### config.mk
export PLATFORM = sky130hd
export DESIGN_NAME = mgc_cmp
export DESIGN_NICKNAME = d
export VERILOG_FILES = /design/src/rtl/mgc_pkg.sv /design/src/rtl/mgc_lvl.sv /design/src/rtl/mgc_prep.sv /design/src/rtl/mgc_stage.sv /design/src/rtl/mgc_final.sv /design/src/rtl/mgc_cmp.sv
export SDC_FILE = /design/constraint.sdc
export NUM_CORES = 1
export LEC_CHECK = 0
export BUFFER_PORTS_ARGS = -buffer_cell sky130_fd_sc_hd__buf_4
export CAP_MARGIN = 20
export CORE_MARGIN = 2
export CORE_UTILIZATION = 35
export CTS_CLUSTER_DIAMETER = 60
export CTS_CLUSTER_SIZE = 24
export DETAILED_ROUTE_END_ITERATION = 10
export GPL_ROUTABILITY_DRIVEN = 0
export PLACE_DENSITY = 0.54
export SYNTH_ARGS = -nofsm -noshare
export SYNTH_HDL_FRONTEND = slang
export SYNTH_HIERARCHICAL = 1
export SYNTH_SLANG_ARGS = --single-unit
### constraint.sdc
create_clock -name clk -period 1.1 [get_ports clk]
set_clock_uncertainty 0.15 [all_clocks]
set_input_delay 0.275 -clock clk [delete_from_list [all_inputs] [get_ports clk]]
set_output_delay 0.275 -clock clk [all_outputs]
set_load 0.02 [all_outputs]
### src/rtl/mgc_pkg.sv
package mgc_pkg;

    // greater / less pair carried along the bit chain
    typedef struct packed {
        logic gt;
        logic lt;
    } mgc_rel_t;

    // the only primitive: 3-input majority
    function automatic logic mgc_maj(input logic x, input logic y, input logic z);
        return (x & y) | (x & z) | (y & z);
    endfunction

    // two-input AND: majority with one input tied low
    function automatic logic mgc_and(input logic x, input logic y);
        return mgc_maj(x, y, 1'b0);
    endfunction

    // two-input OR: majority with one input tied high
    function automatic logic mgc_or(input logic x, input logic y);
        return mgc_maj(x, y, 1'b1);
    endfunction

    // majority levels from operands to flags: term level, three per bit, equality level
    function automatic int mgc_levels(input int width);
        return 3 * width + 2;
    endfunction

endpackage

### src/rtl/mgc_lvl.sv
// One majority level boundary: a register when PIPE is set, a wire otherwise.
module mgc_lvl #(
    parameter int W    = 1,
    parameter int PIPE = 1
) (
    input  logic         clk,
    input  logic         rst,
    input  logic [W-1:0] d,
    output logic [W-1:0] q
);

    generate
        if (PIPE != 0) begin : g_reg
            always_ff @(posedge clk) begin
                if (rst) q <= '0;
                else     q <= d;
            end
        end else begin : g_wire
            assign q = d;
        end
    endgenerate

endmodule

### src/rtl/mgc_prep.sv
// First majority level: per-bit decision terms for every bit in parallel.
//   pg[i] = a[i] & ~b[i]   (bit says greater)
//   qg[i] = a[i] | ~b[i]   (bit does not say less)
//   pl/ql are the mirror terms for less.
module mgc_prep
    import mgc_pkg::*;
#(
    parameter int N    = 8,
    parameter int PIPE = 1
) (
    input  logic         clk,
    input  logic         rst,
    input  logic [N-1:0] a,
    input  logic [N-1:0] b,
    output logic [N-1:0] pg,
    output logic [N-1:0] qg,
    output logic [N-1:0] pl,
    output logic [N-1:0] ql
);

    logic [N-1:0] pg_c, qg_c, pl_c, ql_c;

    generate
        for (genvar i = 0; i < N; i++) begin : g_bit
            assign pg_c[i] = mgc_and(a[i], ~b[i]);
            assign qg_c[i] = mgc_or(a[i], ~b[i]);
            assign pl_c[i] = mgc_and(~a[i], b[i]);
            assign ql_c[i] = mgc_or(~a[i], b[i]);
        end
    endgenerate

    mgc_lvl #(.W(4 * N), .PIPE(PIPE)) u_lvl (
        .clk (clk),
        .rst (rst),
        .d   ({pg_c, qg_c, pl_c, ql_c}),
        .q   ({pg, qg, pl, ql})
    );

endmodule

### src/rtl/mgc_stage.sv
// One bit of the cascade, three majority levels deep:
//   level 1: r   = AND(q[IDX], flag_in)
//   level 2: u0  = AND(p[IDX], q[IDX]),  u1 = OR(p[IDX], r)
//   level 3: out = OR(u0, u1)
// Levels 2 and 3 form the three-majority universal gate M(M(y1,y2,0),M(y1,y3,1),1).
module mgc_stage
    import mgc_pkg::*;
#(
    parameter int N    = 8,
    parameter int IDX  = 0,
    parameter int PIPE = 1
) (
    input  logic         clk,
    input  logic         rst,
    input  logic [N-1:0] pg_i,
    input  logic [N-1:0] qg_i,
    input  logic [N-1:0] pl_i,
    input  logic [N-1:0] ql_i,
    input  mgc_rel_t     rel_i,
    output logic [N-1:0] pg_o,
    output logic [N-1:0] qg_o,
    output logic [N-1:0] pl_o,
    output logic [N-1:0] ql_o,
    output mgc_rel_t     rel_o
);

    localparam int VW = 4 * N;

    // ---- level 1: gate the incoming flag with "this bit does not oppose"
    logic          rg_c, rl_c;
    logic [N-1:0]  pg1, qg1, pl1, ql1;
    logic          rg1, rl1;

    assign rg_c = mgc_and(qg_i[IDX], rel_i.gt);
    assign rl_c = mgc_and(ql_i[IDX], rel_i.lt);

    mgc_lvl #(.W(VW + 2), .PIPE(PIPE)) u_l1 (
        .clk (clk),
        .rst (rst),
        .d   ({pg_i, qg_i, pl_i, ql_i, rg_c, rl_c}),
        .q   ({pg1, qg1, pl1, ql1, rg1, rl1})
    );

    // ---- level 2: inner majorities of the universal gate
    logic          ug0_c, ug1_c, ul0_c, ul1_c;
    logic [N-1:0]  pg2, qg2, pl2, ql2;
    logic          ug0, ug1, ul0, ul1;

    assign ug0_c = mgc_and(pg1[IDX], qg1[IDX]);
    assign ug1_c = mgc_or(pg1[IDX], rg1);
    assign ul0_c = mgc_and(pl1[IDX], ql1[IDX]);
    assign ul1_c = mgc_or(pl1[IDX], rl1);

    mgc_lvl #(.W(VW + 4), .PIPE(PIPE)) u_l2 (
        .clk (clk),
        .rst (rst),
        .d   ({pg1, qg1, pl1, ql1, ug0_c, ug1_c, ul0_c, ul1_c}),
        .q   ({pg2, qg2, pl2, ql2, ug0, ug1, ul0, ul1})
    );

    // ---- level 3: outer majority of the universal gate
    mgc_rel_t rel_c;

    assign rel_c.gt = mgc_maj(ug0, ug1, 1'b1);
    assign rel_c.lt = mgc_maj(ul0, ul1, 1'b1);

    mgc_lvl #(.W(VW + 2), .PIPE(PIPE)) u_l3 (
        .clk (clk),
        .rst (rst),
        .d   ({pg2, qg2, pl2, ql2, rel_c}),
        .q   ({pg_o, qg_o, pl_o, ql_o, rel_o})
    );

    // a bit that says greater (less) forces the flag of its sub-word
    assert_stage_win_gt_R8: assert property (@(posedge clk) disable iff (rst)
        pg2[IDX] |-> rel_c.gt);
    assert_stage_win_lt_R8: assert property (@(posedge clk) disable iff (rst)
        pl2[IDX] |-> rel_c.lt);
    // the flag pair stays exclusive at every bit of the chain
    assert_stage_excl_R4: assert property (@(posedge clk) disable iff (rst)
        !(rel_c.gt && rel_c.lt));

endmodule

### src/rtl/mgc_final.sv
// Last majority level: equality = AND(~gt, ~lt); greater and less pass along.
module mgc_final
    import mgc_pkg::*;
#(
    parameter int N    = 8,
    parameter int PIPE = 1
) (
    input  logic         clk,
    input  logic         rst,
    input  logic [N-1:0] pg_i,
    input  logic [N-1:0] qg_i,
    input  logic [N-1:0] pl_i,
    input  logic [N-1:0] ql_i,
    input  mgc_rel_t     rel_i,
    output logic         gt,
    output logic         lt,
    output logic         eq
);

    localparam int FILL = (PIPE != 0) ? mgc_levels(N) : 0;
    localparam int CW   = $clog2(FILL + 1) + 1;

    logic eq_c;

    assign eq_c = mgc_and(~rel_i.gt, ~rel_i.lt);

    mgc_lvl #(.W(3), .PIPE(PIPE)) u_lvl (
        .clk (clk),
        .rst (rst),
        .d   ({rel_i.gt, rel_i.lt, eq_c}),
        .q   ({gt, lt, eq})
    );

    // edges since reset, saturating once every level holds real data
    logic [CW-1:0] fill_cnt;

    always_ff @(posedge clk) begin
        if (rst)                         fill_cnt <= '0;
        else if (fill_cnt != CW'(FILL))  fill_cnt <= fill_cnt + 1'b1;
    end

    // per-bit terms from the first level reach the end consistent
    assert_terms_excl_R1: assert property (@(posedge clk) disable iff (rst)
        (pg_i & pl_i) == '0);
    assert_terms_imply_R2: assert property (@(posedge clk) disable iff (rst)
        ((pg_i & ~qg_i) | (pl_i & ~ql_i)) == '0);
    assert_out_excl_R4: assert property (@(posedge clk) disable iff (rst)
        $onehot0({gt, lt}));
    assert_out_full_R3: assert property (@(posedge clk) disable iff (rst)
        (fill_cnt == CW'(FILL)) |-> $onehot({gt, lt, eq}));

endmodule

### src/rtl/mgc_cmp.sv
// N-bit magnitude comparator built from majority gates, rippling from bit 0 up.
module mgc_cmp
    import mgc_pkg::*;
#(
    parameter int N    = 8,
    parameter int PIPE = 1
) (
    input  logic         clk,
    input  logic         rst,
    input  logic [N-1:0] a,
    input  logic [N-1:0] b,
    output logic         gt,
    output logic         lt,
    output logic         eq
);

    logic [N-1:0] pg_w [0:N];
    logic [N-1:0] qg_w [0:N];
    logic [N-1:0] pl_w [0:N];
    logic [N-1:0] ql_w [0:N];
    mgc_rel_t     rel_w [0:N];

    // below bit 0 the empty sub-word is neither greater nor less
    assign rel_w[0] = '0;

    mgc_prep #(.N(N), .PIPE(PIPE)) u_prep (
        .clk (clk),
        .rst (rst),
        .a   (a),
        .b   (b),
        .pg  (pg_w[0]),
        .qg  (qg_w[0]),
        .pl  (pl_w[0]),
        .ql  (ql_w[0])
    );

    generate
        for (genvar i = 0; i < N; i++) begin : g_chain
            mgc_stage #(.N(N), .IDX(i), .PIPE(PIPE)) u_stage (
                .clk   (clk),
                .rst   (rst),
                .pg_i  (pg_w[i]),
                .qg_i  (qg_w[i]),
                .pl_i  (pl_w[i]),
                .ql_i  (ql_w[i]),
                .rel_i (rel_w[i]),
                .pg_o  (pg_w[i+1]),
                .qg_o  (qg_w[i+1]),
                .pl_o  (pl_w[i+1]),
                .ql_o  (ql_w[i+1]),
                .rel_o (rel_w[i+1])
            );
        end
    endgenerate

    mgc_final #(.N(N), .PIPE(PIPE)) u_final (
        .clk   (clk),
        .rst   (rst),
        .pg_i  (pg_w[N]),
        .qg_i  (qg_w[N]),
        .pl_i  (pl_w[N]),
        .ql_i  (ql_w[N]),
        .rel_i (rel_w[N]),
        .gt    (gt),
        .lt    (lt),
        .eq    (eq)
    );

endmodule

# After elaboration in Yosys (flattened, before gate mapping)
# Index checks and enable logic that the tools add are counted.
[classes]
bitwise = 193
[ops]
columns = ["cell", "n"]
rows = [
  ["$or 1x1->1", 96],
  ["$and 1x1->1", 79],
  ["$not 1->1", 18],
]
[word_totals]
register_bits = 835
inputBits = 18
output_inout_bits = 3

# Longest topological paths before layout
[depth]
ltp_word = 4
ltp_mapped = 2

# Modules after synthesis
# Netlist, hierarchy kept.
[by_module_without_submodules]
columns = ["mod", "instances", "cells_per_inst", "area_each_um2", "seq_area_each_um2"]
rows = [
  ["mgc_lvl at g_chain[0].u_stage.u_l1 ...", 16, 71, 937.1, 680.7],
  ["mgc_lvl at g_chain[0].u_stage.u_l2 ...", 8, 75, 994.7, 720.7],
  ["mgc_lvl at u_prep.u_lvl", 1, 67, 863.3, 640.6],
  ["mgc_stage", 8, 8, 51.3, 0.0],
  ["mgc_prep", 1, 32, 240.2, 0.0],
  ["mgc_lvl at u_final.u_lvl", 1, 6, 78.8, 60.1],
  ["mgc_cmp", 1, 1, 3.8, 0.0],
  ["mgc_final", 1, 1, 3.8, 0.0],
]

# Least setup slack after synthesis
# OpenSTA, ideal clock, no wires.
[synth_path]
path_type = "flip-flop to flip-flop"
startpoint = "reg g_chain[0].u_stage.u_l1.q[10]"
endpoint = "reg g_chain[0].u_stage.u_l2.q[0]"
setup_ps = 116
arrival_ps = 664
required_time_ps = 834
path_slack_ps = 170
stages_incl_launch_ff = 3
cell_sequence = "dfxtp_1 -> or2_1 -> and2b_2"
[synth_via]
elab_chain_len = 3
[synth_rtl]
columns = ["item", "line_no", "text"]
rows = [
  ["from (decl)", "mgc_lvl.sv:9", "output logic [W-1:0] q"],
  ["from (signal assigned)", "mgc_lvl.sv:15", "if (rst) q <= '0;"],
  ["from (signal assigned)", "mgc_lvl.sv:16", "else q <= d;"],
  ["$and 1x1->1", "mgc_pkg.sv:11", "return (x & y) | (x & z) | (y & z);"],
  ["$or 1x1->1 (*) (2 in series)", "mgc_pkg.sv:11", ""],
  ["via g_chain[0].u_stage.ul1_c", "mgc_stage.sv:45", "logic ug0_c, ug1_c, ul0_c, ul1_c;"],
  ["to (signal assigned)", "mgc_lvl.sv:15", ""],
  ["to (signal assigned)", "mgc_lvl.sv:16", ""],
  ["to (decl)", "mgc_lvl.sv:9", ""],
]
# The timed path passes the listed nets; every way through them passes the cells marked *.
# A chain may end at the register's enable or synchronous reset.

# Final worst setup path
[layout_path]
startpoint = "reg u_final.u_lvl.q[0]"
endpoint = "out eq"
[layout_lines]
columns = ["item", "line_no", "text"]
rows = [
  ["from (decl)", "mgc_lvl.sv:9", ""],
  ["from (signal assigned)", "mgc_lvl.sv:15", ""],
  ["from (signal assigned)", "mgc_lvl.sv:16", ""],
  ["to (decl)", "mgc_cmp.sv:14", "output logic eq"],
]
# No word-level cell between the ends.

==> results.cfg <==
[run_status]
outcome = complete, but fails checks
failing_checks = setup timing

[final_layout]
drive_above_1_share_pct = 20.67
finalCoreUtilization_pct = 39.83
design.final.nets = 1168
area_delta_synth_final_pct = 12.93
layout.cells.most_common = dfxtp_1
design_area_um2 = 15750
final-instance-count-excl-fill = 1696
layout.cells.most_common_list = dfxtp_1 (464), nor2b_1 (365), and2b_2 (118), buf_4 (43), or2_1 (32)
n_antenna_cell = 0
layout.filler_cells = 3763

[synth]
avgSynthCellArea_um2 = 12.67
synthesis.instances = 1101
synth_warnings = 6
mappedNetlistArea_um2 = 13950

[power]
power_leakage_nw = 6.563
vdd.ir_drop.worst_mv = 1.088
power_density_over_the_cells_nw_per_um2 = 1872

[grt]
grt_pass1_vias = 5961
maximum_number_of_pins_on_one_net_before_global_route_repair = 44
grt_antenna_before_repair = 0
wire_length_of_the_first_global_routing_pass_um = 24560
grt_use_total_pct = 6.795
global_route.overflow_total = 0

[critical_path]
worst_r2r_startpoint = g_chain[5].u_stage/u_l1/q[15]
reg2reg_depth = 2
crit_path_buffers_inverters = 1
worst_path_dominant_cell_family = flip-flops
critical_path.startpoint_type = flop
timing.reg2reg.setup_slack_ns = 0.13
critPathMaxFanout = 1
timing.setup.critical_path_class = flop to output pin
worst_setup_ep_type = output pin
series_of_cell_instances_along_the_critical_path = buf_6
cp_data_arrival_time_ns = 1.00
crit_path_max_incr_delay_ns = 0.32
worst_ep_required_time_ns = 0.67
timing.rr.end = g_chain[5].u_stage/u_l2/q[0]
slowest_stage = dfxtp_2

[worst_hold_path]
worst_hold_path_type = primary input to flop
hold-path-endpoint = g_chain[0].u_stage/u_l1/q[9]
hold_start = rst
min_delay_path_depth = 3

[placement]
postPlaceCellArea_um2 = 14470
placedCellCount = 1618
dpl.hpwl_um = 7392
number_of_input_and_output_port_buffers_inserted = 20

[routing]
post_drt_wl_per_cell_um = 7.822
ant_nets = 0
post-route-drc-count = 0
vias_per_cell = 3.654
num_vias = 6197
wl_um = 13270
dr.first_iter.drc_count = 178
detailed_router_iteration_count_before_antenna_repair = 4

[sta]
hold_viol = 0
final.min_clock_period_ns = 1.426
rsz0062_at_grt = true
finalCritPeriodShare_pct = 129.7
postLayoutSetupSlackWorst_ns = -0.3263
final-max-slew-violation-count = 0
finalSetupViolations = 3
fmaxAchievable_ghz = 0.7011

[clocking]
cts_tree = done
clock-sinks = 467
clock_tree.buffer_depth = 3
cts_inserted_buffers = 30
post_cts_repair_setup_buffers = 0
root_buffer = clkbuf_16
ctsHtreeMaxLevel = 1
cts.clk_slew.worst_paths_ns = 0.09
clk-insertion-delay-late_ns = 0.57

[floorplanning]
x_dimension_of_the_die_um = 203.6
die_y_um = 203.6
initial_core_util_pct = 35.27
core_area_um2 = 39550
rows = 73
dieArea_um2 = 41470
boundaryPins = 21

[run]
timing.max_cap.violations = 0
## routing by layer
layer / up-vias / routed length, µm / GRT usage [%]
met5: - / 0 / 0
met4: 0 / 339 / 2.138
met3: 25 / 630 / 2.045
met2: 58 / 6301 / 12.72
met1: 2733 / 5994 / 7.252
li1: 3381 / - / -
## state kept, by name (all words and copies together) (netlist names)
register and count:
g_chain.u_stage/u_l1/q 160, g_chain.u_stage/u_l3/q 128, g_chain.u_stage/u_l2/q 144, u_prep/u_lvl/q 32, u_final/u_lvl/q 3
## report_power, final
part           switching [W]  leakage [nW]  internal, W
sequential         0.0000305          3.78       0.0171
combinational       0.000339          2.28     0.000442
clock                0.00596         0.505      0.00565
## how the worst max path moves through the flow
stage          depth (start not counted)                     startpoint  slack (ns)                       endpoint
2_1_floorplan                          2  g_chain[0].u_stage/u_l1/q[10]        0.18   g_chain[0].u_stage/u_l2/q[0]
3_3_place_gp                           3                            rst       -0.07  g_chain[6].u_stage/u_l1/q[33]
3_5_place_dp                           3                            rst       -0.08   g_chain[4].u_stage/u_l3/q[0]
4_1_cts                                1             u_final/u_lvl/q[0]       -0.37                             eq
5_1_grt                                1             u_final/u_lvl/q[1]       -0.38                             lt
6_report                               1             u_final/u_lvl/q[0]       -0.33                             eq
## through the flow
stage / setup TNS [ns] / setup slack [ns] / hold WS, ns / total power, W
after floorplan: 0 / 0.1785 / 0.1966 / 0.01808
after global placement: -14.24 / -0.06739 / 0.2650 / 0.01822
after detailed placement: -16.94 / -0.08416 / 0.2704 / 0.01823
after CTS: -1.100 / -0.3674 / 0.001176 / 0.03009
after global routing: -1.136 / -0.3820 / 0.01667 / 0.03078
final: -0.9787 / -0.3263 / 0.02834 / 0.02949
## layout make-up
cell class	count	area [µm²]	area share (%)
Sequential cell	467	9353	59.37
Multi-Input combinational cell	566	3839	24.37
Timing Repair Buffer	85	882.1	5.599
Clock buffer	31	764.5	4.853
Tap cell	525	656.9	4.170
Clock inverter	22	259.0	1.644
## what timing repair did
action	in CTS	in global routing
endpoints found under the setup margin	3	3
hold buffers	25	0
gates cloned	0	0
gates resized for setup	6	0
hold endpoints to repair	46	0
No activity file was read; power rests on OpenSTA's default activity.
